==> src/rtl/hilo_pkg.sv <==
package hilo_pkg;

  typedef enum logic [3:0] {
    OP_MUL32    = 4'd0,
    OP_MUL64    = 4'd1,
    OP_DIV32    = 4'd2,
    OP_DIV64    = 4'd3,
    OP_MTHI     = 4'd4,
    OP_MTLO     = 4'd5,
    OP_MFHI     = 4'd6,
    OP_MFLO     = 4'd7,
    OP_USE_INT  = 4'd8,
    OP_USE_ADDR = 4'd9
  } hl_op_e;

  function automatic logic is_mul(input logic [3:0] op);
    return (op == OP_MUL32) || (op == OP_MUL64);
  endfunction

  function automatic logic is_div(input logic [3:0] op);
    return (op == OP_DIV32) || (op == OP_DIV64);
  endfunction

  function automatic logic is_move_in(input logic [3:0] op);
    return (op == OP_MTHI) || (op == OP_MTLO);
  endfunction

  // A gap of N means a dependent request may go N cycles after the issue
  // cycle, so the counter holds N-1 in the cycle after issue.
  function automatic int unsigned gap_to_count(input int unsigned gap);
    return (gap == 0) ? 0 : gap - 1;
  endfunction

endpackage

==> src/rtl/hilo_hold_ctr.sv <==
module hilo_hold_ctr #(
  parameter int W = 7
) (
  input  logic         clk,
  input  logic         rst_n,
  input  logic         load,
  input  logic [W-1:0] gap,
  output logic         hold
);
  import hilo_pkg::*;

  logic [W-1:0] cnt;
  logic [W-1:0] dec_val;
  logic [W-1:0] load_val;
  logic [W-1:0] nxt;

  always_comb begin
    dec_val  = (cnt == '0) ? '0 : cnt - W'(1);
    load_val = W'(gap_to_count(int'(gap)));
    // a shorter new wait never cuts an existing one
    nxt      = (load && (load_val > dec_val)) ? load_val : dec_val;
  end

  always_ff @(posedge clk) begin
    if (!rst_n) cnt <= '0;
    else        cnt <= nxt;
  end

  assign hold = (cnt != '0);

  // without an accepted load the wait only shrinks
  p_grow_only_on_load_r1: assert property (@(posedge clk) disable iff (!rst_n)
    !load |=> (cnt <= $past(cnt)));

endmodule

==> src/rtl/hilo_div_window.sv <==
module hilo_div_window #(
  parameter int LEAD  = 4,
  parameter int LEN_S = 32,
  parameter int LEN_L = 64
) (
  input  logic clk,
  input  logic rst_n,
  input  logic start,
  input  logic start_long,
  output logic busy,
  output logic window_open
);
  localparam int STG = LEAD - 1;
  localparam int BW  = $clog2(LEN_L + 1);

  logic [STG-1:0] lead_v;
  logic [STG-1:0] lead_l;
  logic [BW-1:0]  busy_cnt;

  genvar i;
  generate
    for (i = 0; i < STG; i++) begin : g_lead
      if (i == 0) begin : g_first
        always_ff @(posedge clk) begin
          if (!rst_n) begin
            lead_v[0] <= 1'b0;
            lead_l[0] <= 1'b0;
          end else begin
            lead_v[0] <= start;
            lead_l[0] <= start & start_long;
          end
        end
      end else begin : g_next
        always_ff @(posedge clk) begin
          if (!rst_n) begin
            lead_v[i] <= 1'b0;
            lead_l[i] <= 1'b0;
          end else begin
            lead_v[i] <= lead_v[i-1];
            lead_l[i] <= lead_l[i-1];
          end
        end
      end
    end
  endgenerate

  assign window_open = lead_v[STG-1];

  always_ff @(posedge clk) begin
    if (!rst_n)
      busy_cnt <= '0;
    else if (window_open)
      busy_cnt <= lead_l[STG-1] ? BW'(LEN_L) : BW'(LEN_S);
    else if (busy_cnt != '0)
      busy_cnt <= busy_cnt - BW'(1);
  end

  assign busy = (busy_cnt != '0);

  // a new occupied period starts only in the last cycle of the old one or later
  p_one_window_r3: assert property (@(posedge clk) disable iff (!rst_n)
    window_open |-> (busy_cnt <= BW'(1)));

endmodule

==> src/rtl/hilo_interlock.sv <==
module hilo_interlock #(
  parameter int DIV32_LAT     = 36,
  parameter int DIV64_LAT     = 68,
  parameter int DIV_LEAD      = 4,
  parameter int HILO_WB_DELAY = 4,
  parameter int MUL32_LAT     = 3,
  parameter int MUL64_HI_LAT  = 4,
  parameter int MUL64_LO_LAT  = 3,
  parameter int MUL64_REISSUE = 2,
  parameter int MT_TO_MULDIV  = 4,
  parameter int MT_TO_MF      = 3,
  parameter int MUL_TO_ADDR   = 7
) (
  input  logic       clk,
  input  logic       rst_n,
  input  logic       req_valid,
  input  logic [3:0] req_op,
  output logic       stall,
  output logic       div_busy,
  output logic       hi_ready,
  output logic       lo_ready
);
  import hilo_pkg::*;

  localparam int CW       = $clog2(DIV64_LAT + HILO_WB_DELAY + 1);
  localparam int DIV32_GAP = DIV32_LAT - DIV_LEAD;
  localparam int DIV64_GAP = DIV64_LAT - DIV_LEAD;

  // named internal events
  logic accept;
  logic acc_mul32, acc_mul64, acc_div32, acc_div64, acc_mthi, acc_mtlo;
  logic hazard;
  logic hi_h, lo_h, mt_h, blk_h, int_h, addr_h, gate_h, wb_h;
  logic hi_ld, lo_ld, mt_ld, blk_ld, int_ld, addr_ld, gate_ld, wb_ld;
  logic [CW-1:0] hi_gap, lo_gap, mt_gap, blk_gap, int_gap, addr_gap, gate_gap, wb_gap;
  logic window_open;

  always_comb begin
    case (req_op)
      OP_MUL32, OP_MUL64: hazard = blk_h | mt_h | wb_h;
      OP_DIV32, OP_DIV64: hazard = gate_h | mt_h;
      OP_MTHI, OP_MTLO:   hazard = wb_h;
      OP_MFHI:            hazard = hi_h;
      OP_MFLO:            hazard = lo_h;
      OP_USE_INT:         hazard = int_h;
      OP_USE_ADDR:        hazard = addr_h;
      default:            hazard = 1'b0;
    endcase
  end

  assign stall  = req_valid & hazard;
  assign accept = req_valid & ~hazard;

  assign acc_mul32 = accept & (req_op == OP_MUL32);
  assign acc_mul64 = accept & (req_op == OP_MUL64);
  assign acc_div32 = accept & (req_op == OP_DIV32);
  assign acc_div64 = accept & (req_op == OP_DIV64);
  assign acc_mthi  = accept & (req_op == OP_MTHI);
  assign acc_mtlo  = accept & (req_op == OP_MTLO);

  always_comb begin
    hi_ld  = acc_mul32 | acc_mul64 | acc_div32 | acc_div64 | acc_mthi;
    hi_gap = acc_mul32 ? CW'(MUL32_LAT)    :
             acc_mul64 ? CW'(MUL64_HI_LAT) :
             acc_div32 ? CW'(DIV32_LAT)    :
             acc_div64 ? CW'(DIV64_LAT)    : CW'(MT_TO_MF);

    lo_ld  = acc_mul32 | acc_mul64 | acc_div32 | acc_div64 | acc_mtlo;
    lo_gap = acc_mul32 ? CW'(MUL32_LAT)    :
             acc_mul64 ? CW'(MUL64_LO_LAT) :
             acc_div32 ? CW'(DIV32_LAT)    :
             acc_div64 ? CW'(DIV64_LAT)    : CW'(MT_TO_MF);

    mt_ld    = acc_mthi | acc_mtlo;
    mt_gap   = CW'(MT_TO_MULDIV);

    blk_ld   = acc_mul64;
    blk_gap  = CW'(MUL64_REISSUE);

    int_ld   = acc_mul32 | acc_mul64;
    int_gap  = acc_mul64 ? CW'(MUL64_HI_LAT) : CW'(MUL32_LAT);

    addr_ld  = acc_mul32 | acc_mul64;
    addr_gap = CW'(MUL_TO_ADDR);

    gate_ld  = acc_div32 | acc_div64;
    gate_gap = acc_div64 ? CW'(DIV64_GAP) : CW'(DIV32_GAP);

    wb_ld    = acc_div32 | acc_div64;
    wb_gap   = acc_div64 ? CW'(DIV64_LAT + HILO_WB_DELAY) : CW'(DIV32_LAT + HILO_WB_DELAY);
  end

  hilo_hold_ctr #(.W(CW)) u_hi   (.clk(clk), .rst_n(rst_n), .load(hi_ld),   .gap(hi_gap),   .hold(hi_h));
  hilo_hold_ctr #(.W(CW)) u_lo   (.clk(clk), .rst_n(rst_n), .load(lo_ld),   .gap(lo_gap),   .hold(lo_h));
  hilo_hold_ctr #(.W(CW)) u_mt   (.clk(clk), .rst_n(rst_n), .load(mt_ld),   .gap(mt_gap),   .hold(mt_h));
  hilo_hold_ctr #(.W(CW)) u_blk  (.clk(clk), .rst_n(rst_n), .load(blk_ld),  .gap(blk_gap),  .hold(blk_h));
  hilo_hold_ctr #(.W(CW)) u_int  (.clk(clk), .rst_n(rst_n), .load(int_ld),  .gap(int_gap),  .hold(int_h));
  hilo_hold_ctr #(.W(CW)) u_addr (.clk(clk), .rst_n(rst_n), .load(addr_ld), .gap(addr_gap), .hold(addr_h));
  hilo_hold_ctr #(.W(CW)) u_gate (.clk(clk), .rst_n(rst_n), .load(gate_ld), .gap(gate_gap), .hold(gate_h));
  hilo_hold_ctr #(.W(CW)) u_wb   (.clk(clk), .rst_n(rst_n), .load(wb_ld),   .gap(wb_gap),   .hold(wb_h));

  hilo_div_window #(
    .LEAD (DIV_LEAD),
    .LEN_S(DIV32_GAP),
    .LEN_L(DIV64_GAP)
  ) u_win (
    .clk        (clk),
    .rst_n      (rst_n),
    .start      (acc_div32 | acc_div64),
    .start_long (acc_div64),
    .busy       (div_busy),
    .window_open(window_open)
  );

  assign hi_ready = ~hi_h;
  assign lo_ready = ~lo_h;

  // no stall without a request
  p_stall_needs_valid_r1: assert property (@(posedge clk) disable iff (!rst_n)
    !req_valid |-> !stall);

  // the cycle after a wide multiply takes no multiply
  p_mul64_blocks_next_r6: assert property (@(posedge clk) disable iff (!rst_n)
    acc_mul64 |=> !(req_valid && is_mul(req_op) && !stall));

  // a divide hides both halves in the next cycle
  p_div_hides_result_r4: assert property (@(posedge clk) disable iff (!rst_n)
    (accept && is_div(req_op)) |=> (!hi_ready && !lo_ready));

  // writers of high/low are held while the divider is occupied
  p_no_write_in_window_r5: assert property (@(posedge clk) disable iff (!rst_n)
    (div_busy && req_valid && (is_mul(req_op) || is_move_in(req_op))) |-> stall);

  // the occupied period opens only after a divide was taken
  p_window_after_issue_r3: assert property (@(posedge clk) disable iff (!rst_n)
    $rose(div_busy) |-> $past(window_open));

endmodule

==> config.mk <==
export PLATFORM = sky130hd
export DESIGN_NAME = hilo_interlock
export DESIGN_NICKNAME = d
export VERILOG_FILES = /design/src/rtl/hilo_pkg.sv /design/src/rtl/hilo_hold_ctr.sv /design/src/rtl/hilo_div_window.sv /design/src/rtl/hilo_interlock.sv
export SDC_FILE = /design/constraint.sdc
export NUM_CORES = 1
export LEC_CHECK = 0
export CAP_MARGIN = 20
export CORE_MARGIN = 1
export CORE_UTILIZATION = 60
export CTS_CLUSTER_SIZE = 12
export DETAILED_ROUTE_END_ITERATION = 10
export PLACE_DENSITY = 0.78
export SYNTH_ARGS = -nofsm -noshare
export SYNTH_HDL_FRONTEND = slang
export SYNTH_SLANG_ARGS = --single-unit
==> constraint.sdc <==
create_clock -name clk -period 4.1 [get_ports clk]
set_input_delay 0.82 -clock clk [delete_from_list [all_inputs] [get_ports clk]]
set_output_delay 0.82 -clock clk [all_outputs]
set_load 0.05 [all_outputs]
==> flow_summary.json, run 1 <==
{
  "fin_tns_setup_ps": 0,
  "nets": 591,
  "min_delay_path_depth": 1,
  "async_flop_share_pct": 0,
  "clockBufferDepth": 2,
  "io_pins": 11,
  "drt_iter0_drc": 183,
  "crit_path_max_fanout": 3,
  "seqCellArea_um2": 1380,
  "synthTopCellsByArea": "dfxtp_1 32%, ha_1 11%, nor2_1 7.0%",
  "routed_via_density": 5.69,
  "critPathBufInv": 3,
  "wl_per_cell_um": 13.7,
  "grt_max_degree": 34,
  "synth_cell_types": 63,
  "cp.arrival_ps": 4160,
  "syn_inst": 518,
  "setup_viol": 0,
  "setup.worst_path.end_class": "register",
  "clkLatencyLatePin_ps": 360,
  "ys_ff_latch": 69,
  "cts_made_buffers": 9,
  "die-area_um2": 7450,
  "cts_setup_buffers": 0,
  "yosysTopAreaCellShare_pct": 32.4,
  "grt_pass1_vias": 3466,
  "max_slew_margin_pct": 31.1,
  "stdcell_area_um2": 4870,
  "stdcell_count": 648,
  "vias": 3686,
  "antenna_found_initial": 0,
  "rows": 30,
  "grt_overflow": 0,
  "syn2layout_area_growth_pct": 14.1,
  "fin_ws_ps": 216,
  "cts_root_buf": "clkbuf_8",
  "avgSynthCellArea_um2": 8.23,
  "start_util_pct": 62.4,
  "synth_edf_count": 0,
  "synth_top_area_cell": "dfxtp_1",
  "synth_common_cells": "79 x nor2_1, 69 x dfxtp_1, 38 x nand2_1",
  "cts_sinks": 69,
  "hpwlAfterDp_um": 6670,
  "post_cts_resized": 0,
  "grt_setup_unrepaired": "false",
  "final_core_util_pct": 71.2,
  "p_leak_nw": 2.08,
  "cp_num_cells": 16,
  "routed_wl_um": 8900,
  "synthFlopType": "dfxtp_1",
  "gp_congestion": 0.906,
  "multiInputGateArea_um2": 2750,
  "io_buffers": 10,
  "finalCritPeriodShare_pct": 94.7,
  "place_inst": 632,
  "post-place-ws_ps": -263,
  "tightest_slew_ps": 1030,
  "status": "completed",
  "htreeDepth": 3,
  "drt_first_pass_iters": 4,
  "postCtsHoldBufs": 0,
  "fin_crit_ps": 3880,
  "synth_seq_area_share_pct": 32.4,
  "hp-class": "reg -> reg",
  "core-area_um2": 6830,
  "skew_ps": 13.0,
  "synth_most_common_cell": "nor2_1",
  "timing.critical_path.mode_cell": "ha_1",
  "yosysWarnings": 0,
  "final-hold-violation-count": 0,
  "finalMaxSlewViolations": 0,
  "grt_pass1_wl_um": 15200,
  "max_cap_viol_count": 0,
  "peakVddDrop_mv": 0.415,
  "die_h_um": 86.3,
  "tritoncts": "done",
  "crit_chain": "clkdlybuf4s50_1 -> nor4_4 -> o311a_1 -> nand4_2 -> nor4_2 -> buf_4 -> inv_1 -> ha_1 -> xor2_1 -> ha_1 -> nand4_1 -> a21oi_1 -> or3_1 -> and3_4 -> a211o_1 -> o31ai_1",
  "power_density_nw_per_um2": 889,
  "synth_area_um2": 4260,
  "critPathSlowestCell": "clkdlybuf4s50_1",
  "cts.reportedPaths.clkPinSlew_ps": 80,
  "antenna_cells": 0,
  "drtAntennaViolNets": 0,
  "path_class": "in -> reg",
  "critical-path-top-delay-family": "simple AND/OR/NAND/NOR gates",
  "final_layout_size_suffix_gt1_share_pct": 11.1,
  "critPathLaunchType": "input port",
  "fmax_ghz": 0.257,
  "route.detailed.drc": 0,
  "grt_usage_pct": 25.6,
  "r2r_cells": 18,
  "die_w_um": 86.3,
  "placed_cell_area_um2": 4590,
  "slowest_delay_ps": 510,
  "fill_cells": 540,
  "cp.required_ps": 4370
}
metrics by stage:
step / hold WS [ps] / power, mW
CTS: 443 / 4.30
global route: 455 / 4.72
detailed placement: 426 / 3.60
finish: 439 / 4.33
floorplan: 412 / 3.07
global placement: 423 / 3.50
layer usage:
layer / GRT usage, % / part of all wire [%]
met2: 42.2 / 48
met1: 32.1 / 47
met3: 4.95 / 3.4
met4: 12.6 / 2.1
met5: 0 / 0
final timing paths:
kind | from | endpoint | slack, ps
worst max-delay path | req_op[0] | u_hi.cnt[6] | 220
worst min-delay path | u_win.lead_v[1] | u_win.window_open | 440
worst max register to register | u_hi.cnt[0] | u_hi.cnt[6] | 270
worst min register to register | u_win.lead_v[1] | u_win.window_open | 440
final cells by class:
type	instances	area share, %
Clock inverter	7	2.49
Sequential cell	69	28.4
Timing Repair Buffer	28	5.04
Tap cell	96	2.47
Multi-Input combinational cell	405	56.4
Inverter	34	2.62
Clock buffer	9	2.55
cells in the final DEF, fill, tap and decap left out, types with 6 or more instances in the layout:
cell,netlist,layout
nor2_1,79,79
dfxtp_1,69,69
nand2_1,38,37
ha_1,37,37
inv_1,33,33
a21oi_1,30,30
nor3_1,21,20
xor2_1,18,18
buf_4,0,18
xnor2_1,17,17
or3_1,15,15
nand3_1,13,13
nand2b_1,10,10
o21ai_0,11,10
clkbuf_8,0,9
clkdlybuf4s50_1,0,9
mux2i_1,7,7
o211ai_1,7,7
a211oi_1,7,7
o31ai_1,7,7
nand3b_1,7,7
nand4_1,6,6
and2_1,6,6
logic make-up after synthesis:
group                      share of synthesized area (%)
and+or+nand+nor                                     29.7
adders and majority gates                           10.9
xor gates and xnor gates                            7.19
DFF                                                 32.4
muxes                                               1.91
buffers and inverters                               3.96
other                                             0.0880
AOI/OAI and AO/OA                                   13.9
registers in the layout (all words and copies together), names as in the netlist:
name	flops
u_gate.cnt	7
u_blk.cnt	7
u_lo.cnt	7
u_win.lead_v	2
u_int.cnt	7
u_win.busy_cnt	7
u_hi.cnt	7
u_win.window_open	1
u_mt.cnt	7
u_addr.cnt	7
u_wb.cnt	7
u_win.lead_l	3
report_power, final:
part	switching (mW)	internal, mW	leakage, nW
logic	1.38	1.09	1.39
clock network	0.274	0.408	0.124
registers	0.253	0.914	0.569
No activity file was read; power rests on OpenSTA's default activity.
==> run 2, diff against run 1 <==
==> constraint.sdc (replaced) <==
create_clock -name clk -period 4.55 [get_ports clk]
set_input_delay 0.91 -clock clk [delete_from_list [all_inputs] [get_ports clk]]
set_output_delay 0.91 -clock clk [all_outputs]
set_load 0.05 [all_outputs]
==> run 2 against run 1 <==
Against the previous run:
- core utilization shrank 2.3 points
- design area is 3.2% lower
- worst hold slack better by 4.8 ps
- global-route usage is 0.17 points lower
- clock skew about the same
- sequential share of layout area increased by 0.94 points
- non-clock buffer count is 10 lower
- total power shrank 12%
- largest power group unchanged
- highest routed layer unchanged
==> flow_summary.json, run 2 (synthesis gave the netlist of run 1 again) <==
{
  "io_buffers": 10,
  "setup.worst_path.end_class": "register",
  "min_delay_path_depth": 1,
  "whs_ps": 444,
  "skew_ps": 12.8,
  "hpwlAfterDp_um": 6740,
  "timing.critical_path.mode_cell": "ha_1",
  "hp-class": "reg -> reg",
  "antenna_cells": 0,
  "setup_viol": 0,
  "hold_end": "u_win.lead_v[1]",
  "gp_congestion": 0.986,
  "vias": 3647,
  "core-area_um2": 6830,
  "path_class": "in -> reg",
  "route.detailed.drc": 0,
  "clkLatencyLatePin_ps": 350,
  "stdcell_area_um2": 4710,
  "routed_via_density": 5.73,
  "p_total_mw": 3.79,
  "post-place-ws_ps": 19.2,
  "seqCellArea_um2": 1380,
  "cts_root_buf": "clkbuf_8",
  "drtAntennaViolNets": 0,
  "tightest_slew_ps": 1020,
  "syn2layout_area_growth_pct": 10.5,
  "rrSetupSlack_ps": 390,
  "final_layout_size_suffix_gt1_share_pct": 8.15,
  "grt_pass1_vias": 3339,
  "tritoncts": "done",
  "io_pins": 11,
  "htreeDepth": 3,
  "grt_busiest_layer": "met2",
  "grt_pass1_wl_um": 15000,
  "grt_overflow": 0,
  "critical-path-top-delay-family": "simple AND/OR/NAND/NOR gates",
  "fin_ws_ps": 229,
  "hp-start": "u_win.lead_v[0]",
  "grt_max_degree": 34,
  "mostFrequentLayoutCells": "79 x nor2_1, 69 x dfxtp_1, 38 x nand2_1",
  "die_h_um": 86.3,
  "wl_per_cell_um": 14.1,
  "final_common_cell": "nor2_1",
  "crit_chain": "clkdlybuf4s50_1 -> nor4_4 -> o311a_1 -> nand4_2 -> nor4_1 -> inv_1 -> ha_1 -> xor2_1 -> ha_1 -> o21ai_0 -> nor2_1 -> or3_1 -> and3_1 -> nand2_1 -> mux2i_1",
  "r2r_cells": 17,
  "met3_usage_pct": 4.67,
  "fin_tns_setup_ps": 0,
  "routed_wl_um": 8990,
  "grt_setup_unrepaired": "false",
  "drt_iter0_drc": 155,
  "start_util_pct": 62.4,
  "use_met2_pct": 42.4,
  "die_w_um": 86.3,
  "p_leak_nw": 2.00,
  "finalMaxSlewViolations": 0,
  "reg2reg_to": "u_hi.cnt[4]",
  "critPathLaunchType": "input port",
  "final-hold-violation-count": 0,
  "power_density_nw_per_um2": 804,
  "cts.reportedPaths.clkPinSlew_ps": 70,
  "crit_path_max_fanout": 6,
  "rows": 30,
  "critPathBufInv": 2,
  "critPathSlowestCell": "clkdlybuf4s50_1",
  "fmax_ghz": 0.231,
  "multiInputGateArea_um2": 2720,
  "grt_util_met1_pct": 32.9,
  "cp.arrival_ps": 4600,
  "cp.required_ps": 4830,
  "placed_cell_area_um2": 4500,
  "max_cap_viol_count": 0,
  "max_slew_margin_pct": 32.1,
  "cts_made_buffers": 9,
  "fin_crit_ps": 4320,
  "nets": 581,
  "cts_sinks": 69,
  "peakVddDrop_mv": 0.453,
  "antenna_found_initial": 0,
  "grt_usage_pct": 25.4,
  "drt_first_pass_iters": 4,
  "die-area_um2": 7450,
  "reg2reg_from": "u_wb.cnt[0]",
  "clockBufferDepth": 2,
  "status": "completed",
  "finalCritPeriodShare_pct": 95.0,
  "slowest_delay_ps": 540,
  "fill_cells": 583
}
[run 2: cell type report]
type / count / area share [%]
clock inverter: 5 / 1.65
inverter: 34 / 2.71
clock buffer: 9 / 2.63
sequential: 69 / 29.3
timing repair buffer: 18 / 3.35
tap: 96 / 2.55
multi-input combinational: 405 / 57.8
[run 2: per-stage QoR]
step / utilization (%) / instances
finish: 68.9 / 636
global route: 68.9 / 636
CTS: 68.9 / 636
detailed placement: 65.9 / 622
global placement: 65.9 / 622
floorplan: - / 519
[run 2: worst max path at each step]
stage | startpoint | end | cells past startpoint
floorplan | u_hi.cnt[0] | u_hi.cnt[6] | 12
global placement | req_op[0] | u_hi.cnt[5] | 15
detailed placement | req_op[0] | u_hi.cnt[5] | 15
CTS | req_op[0] | u_hi.cnt[3] | 15
global route | req_op[0] | u_hi.cnt[5] | 15
finish | req_op[0] | u_hi.cnt[4] | 15
[run 2: metal layers]
layer  vias to the layer above  wire, um  part of all wire, %
met5                         -         0                    0
met4                         0       144                  1.6
met3                        13       344                  3.8
met2                        88      4270                   47
met1                      1690      4230                   47
li1                       1856         -                    -
[run 2: power breakdown]
group	switching, mW	internal (mW)
Sequential	0.229	0.824
Combinational	1.25	0.966
Clock	0.222	0.300
[run 2: timing repair]
item,in CTS,in global routing
setup endpoints to repair,0,1
gates resized for setup,0,1
buffers inserted,0,0
endpoints found under the hold margin,0,0
hold buffers,0,0
